$ cat src/rtl/llsc_monitor.sv
module llsc_monitor #(
  parameter int ADDR_W = 32,
  parameter int DATA_W = 32
) (
  input  logic              clk,
  input  logic              rst_n,
  input  logic              ll_valid,
  input  logic [ADDR_W-1:0] ll_addr,
  input  logic              sc_valid,
  input  logic [ADDR_W-1:0] sc_addr,
  input  logic [DATA_W-1:0] sc_data,
  input  logic              snoop_valid,
  input  logic [ADDR_W-1:0] snoop_addr,
  output logic              mem_wr_valid,
  output logic [ADDR_W-1:0] mem_wr_addr,
  output logic [DATA_W-1:0] mem_wr_data,
  output logic              sc_done,
  output logic [3:0]        nzvc,
  output logic              armed
);
  localparam int LSB   = 2;
  localparam int TAG_W = ADDR_W - LSB;

  logic [TAG_W-1:0] lock_tag;
  logic             held;
  logic             fail_q;

  wire snoop_hit = snoop_valid && (snoop_addr[ADDR_W-1:LSB] == lock_tag);
  wire sc_match  = sc_addr[ADDR_W-1:LSB] == lock_tag;
  wire sc_ok     = sc_valid && held && sc_match && !snoop_hit;

  always_ff @(posedge clk) begin
    if (!rst_n) begin
      held     <= 1'b0;
      lock_tag <= '0;
    end else if (ll_valid) begin
      held     <= 1'b1;
      lock_tag <= ll_addr[ADDR_W-1:LSB];
    end else if (sc_valid || snoop_hit) begin
      held <= 1'b0;
    end
  end

  always_ff @(posedge clk) begin
    if (!rst_n) begin
      mem_wr_valid <= 1'b0;
      mem_wr_addr  <= '0;
      mem_wr_data  <= '0;
      sc_done      <= 1'b0;
      fail_q       <= 1'b0;
    end else begin
      mem_wr_valid <= sc_ok;
      sc_done      <= sc_valid;
      fail_q       <= sc_valid && !sc_ok;
      if (sc_valid) begin
        mem_wr_addr <= sc_addr;
        mem_wr_data <= sc_data;
      end
    end
  end

  assign nzvc  = {2'b00, fail_q, 1'b0};
  assign armed = held;


  wr_needs_done_chk: assert property (@(posedge clk) disable iff (!rst_n)
    mem_wr_valid |-> sc_done);


  v_flag_chk: assert property (@(posedge clk) disable iff (!rst_n)
    sc_done |-> (nzvc[1] != mem_wr_valid));


  sc_clears_chk: assert property (@(posedge clk) disable iff (!rst_n)
    (sc_valid && !ll_valid) |=> !armed);


  ll_arms_chk: assert property (@(posedge clk) disable iff (!rst_n)
    ll_valid |=> armed);


  unarmed_fails_chk: assert property (@(posedge clk) disable iff (!rst_n)
    (sc_valid && !armed) |=> (sc_done && !mem_wr_valid));


  race_fails_chk: assert property (@(posedge clk) disable iff (!rst_n)
    (sc_valid && snoop_valid && sc_addr[ADDR_W-1:LSB] == snoop_addr[ADDR_W-1:LSB])
      |=> !mem_wr_valid);
endmodule

$ cat config.mk
export PLATFORM = sky130hd
export DESIGN_NAME = llsc_monitor
export DESIGN_NICKNAME = d
export VERILOG_FILES = /design/src/rtl/llsc_monitor.sv
export SDC_FILE = /design/constraint.sdc
export NUM_CORES = 1
export LEC_CHECK = 0
export BUFFER_PORTS_ARGS = -buffer_cell sky130_fd_sc_hd__clkbuf_2
export CORE_MARGIN = 3
export CORE_UTILIZATION = 50
export CTS_BUF_LIST = sky130_fd_sc_hd__clkbuf_2
export CTS_CLUSTER_SIZE = 30
export DETAILED_ROUTE_END_ITERATION = 7
export HOLD_SLACK_MARGIN = 0.05
export MAX_ROUTING_LAYER = met4
export PLACE_DENSITY = 0.94
export RECOVER_POWER = 25
export SYNTH_ARGS = -nofsm -noshare
export SYNTH_HDL_FRONTEND = slang
export SYNTH_SLANG_ARGS = --single-unit
$ cat constraint.sdc
create_clock -name clk -period 2.2 [get_ports clk]
set_input_delay 0.44 -clock clk [delete_from_list [all_inputs] [get_ports clk]]
set_output_delay 0.44 -clock clk [all_outputs]
set_load 0.005 [all_outputs]
==> flow_summary.ini <==
[run_status]
status = finished, violations left
violations = max-capacitance violations, max-slew violations

[critical_path]
arrival_ns = 2.25
start_kind = register
worstPathCellList = xnor2_1, nand4_1, or4_1, o2111ai_1, and2_1
crit_path_top_delay_cell = or4_1
path_max_fanout = 3
timing_worst_setup_path_type = reg -> reg
worst_path_largest_cell_delay_ns = 0.56
crit_required_ns = 2.67
endpoint_kind = register

[cts]
clk_pin_slew_worst_paths_ns = 0.27
clk_latency_ns = 0.54
cts-resized-gates = 0
cts_tree = built
numCtsBuffers = 9
cts-hold-fix-buffers = 0
post_cts_buffers = 0
clockBufferDepth = 2
cts_sinks = 98
root_buffer = clkbuf_2
htree_levels = 3

[sta]
final.setup.tns_ns = 0
period_minus_slack_ns = 1.780
tightest_slew_ns = 1.619
fin_crit_sh_pct = 80.90
slew_viol_final = 23
hold_viol = 0
slew_headroom_pct = -7.943
rsz0062_at_grt = false
clock_skew_ns = 0.03886
setup_violations = 0
timing.fmax_mhz = 561.8

[synth]
syn_area_per_cell_um2 = 10.17
synth_commonest_cells = dfxtp_1 (98), nor2_1 (95), mux2i_1 (94)
yosysMostFrequentCell = dfxtp_1
syn_inst = 401
synth_simple_gate_area_share_pct = 12.18
synth_compound_area_share_pct = 0.5216
synth_top_cell_area_share_pct = 48.11
yosysSeqAreaShare_pct = 48.11
syn_area_mm2 = 0.004078
synth-xor-area-share_pct = 12.89
synth_cell_types = 21
muxShareOfSynthArea_pct = 23.07
synth-seq-cells = 98
synth_top_family_by_area = multiplexers
synthTopCellsByArea = dfxtp_1 (48%), mux2i_1 (23%), xnor2_1 (9.7%), nor2_1 (8.7%), xor2_1 (3.2%)
synth_adder_area_share_pct = 0
yosysWarnings = 0
synth_enable_flop_cells = 0
async_reset_ff_share_pct = 0
ys.flop_type = dfxtp_1
yosysTopAreaCell = dfxtp_1

[place]
place_inst = 681
finalWeightedCongestion = 0.7724
post-dp-hpwl_um = 9035
io_buffers = 196

[drt]
viasPerCell = 5.069
wl_per_cell_um = 16.18
drtIter0Drc = 84
ant_nets = 0
first_pass_iters = 4
drc = 0
num_vias = 3528
wl_um = 11260

[finish]
final_layout_size_suffix_gt1_share_pct = 36.36
nNetsFinal = 723
stdcell_count = 696
diodes = 0
area_growth_pct = 29.18
fillers = 627

[global_routing]
track_usage_pct = 24.92
grt_pass1_vias = 3609
grt_first_pass_wirelength_um = 16930
grt_overflow = 0
antenna_found_initial = 0
grt_start_max_net_pins = 68

[pwr]
pwr_density_cell_mw_per_mm2 = 669.9
switching_share_pct = 26.96
power_switching_uw = 951.3
vdd_drop_max_uv = 330.8
power.total_mw = 3.529
seqPwrFrac_pct = 55.6
p_comb_share_pct = 16.9
internal-power_mw = 2.578
clockPowerShare_pct = 27.5
p_leak_nw = 2.678

[floorplanning]
die_h_um = 96.31
rows = 32
chipWidth_um = 96.31
dieArea_mm2 = 0.009275
core_area_mm2 = 0.007807
ios = 204
initial_core_util_pct = 52.23

[hold_path]
hold_path.class = in -> reg

[flow_run]
maxCapViolCount = 1
## state kept, by name (all words and copies together) (netlist names)
| name | flops |
|---|---|
| fail_q | 1 |
| mem_wr_data | 32 |
| lock_tag | 30 |
| armed | 1 |
| mem_wr_addr | 32 |
| sc_done | 1 |
| mem_wr_valid | 1 |
## stage by stage
| step | hold slack, ns | util, % | instance area [um^2] | setup slack (ns) |
|---|---|---|---|---|
| 3_3_place_gp | 0.4711 | 66.03 | 5155 | 0.2718 |
| 5_1_grt | 0.07550 | 67.47 | 5268 | 0.2652 |
| 4_1_cts | 0.07595 | 67.76 | 5290 | 0.3951 |
| 3_5_place_dp | 0.4843 | 66.03 | 5155 | 0.2735 |
| 6_report | 0.1094 | 67.47 | 5268 | 0.4201 |
| 2_1_floorplan | 0.4742 | - | 4085 | 0.6165 |
## cell usage in the layout (no fill, tap or decap), drive strengths merged
cell and count:
and2 2, buf 4, bufinv 2, clkbuf 207, clkinv 1, clkinvlp 1
conb 3, dfxtp 98, inv 3, mux2i 94, nand2 1, nand3 1
nand4 12, nor2 95, nor3 1, nor4 5, o2111ai 1, o21ai 1
o31ai 1, or4 1, xnor2 45, xor2 15
## path summary, 6_finish.rpt
kind,start,endpoint,slack [ns],depth (start not counted)
worst max-delay path,lock_tag[24],fail_q,0.42,5
worst min-delay path,ll_addr[20],lock_tag[18],0.11,3
worst max register to register,lock_tag[24],fail_q,0.42,5
worst min register to register,armed,mem_wr_valid,0.53,2
## power groups by stage
| stage | Combinational (mW) | Sequential (mW) | Clock [mW] |
|---|---|---|---|
| final | 0.597 | 1.96 | 0.970 |
| after global routing | 0.660 | 1.98 | 1.06 |
| after CTS | 0.603 | 1.96 | 0.995 |
| after detailed placement | 0.601 | 1.99 | 0 |
| after global placement | 0.578 | 1.99 | 0 |
| after floorplan | 0.315 | 1.99 | 0 |
## cell type report
| cell class | count | area (um^2) | area share (%) |
|---|---|---|---|
| Clock buffer | 9 | 45.04 | 0.8551 |
| Clock inverter | 6 | 90.09 | 1.710 |
| Inverter | 1 | 3.754 | 0.07126 |
| Multi-Input combinational cell | 278 | 1996 | 37.89 |
| Sequential cell | 98 | 1962 | 37.24 |
| Tap cell | 102 | 127.6 | 2.423 |
| Timing Repair Buffer | 202 | 1044 | 19.81 |
## kinds of logic after synthesis
group / after synthesis
simple gates: 118
buf+inv: 27
mux: 94
flops: 98
other cells: 1
compound gates: 3
xor+xnor: 60
## critical path, delay by kind of cell (launching register included)
kind	cells	cell delay [ns]
simple gates	3	0.83
flops	1	0.39
xor+xnor	1	0.27
compound gates	1	0.25
## routing by layer
metal,share of wire (%),track usage [%],vias up
met5,0,-,-
met3,6.5,4.457,36
met1,40,28.18,1619
met4,3.8,13.08,0
li1,-,-,1708
met2,49,41.92,165
No activity file was read; power rests on OpenSTA's default activity.
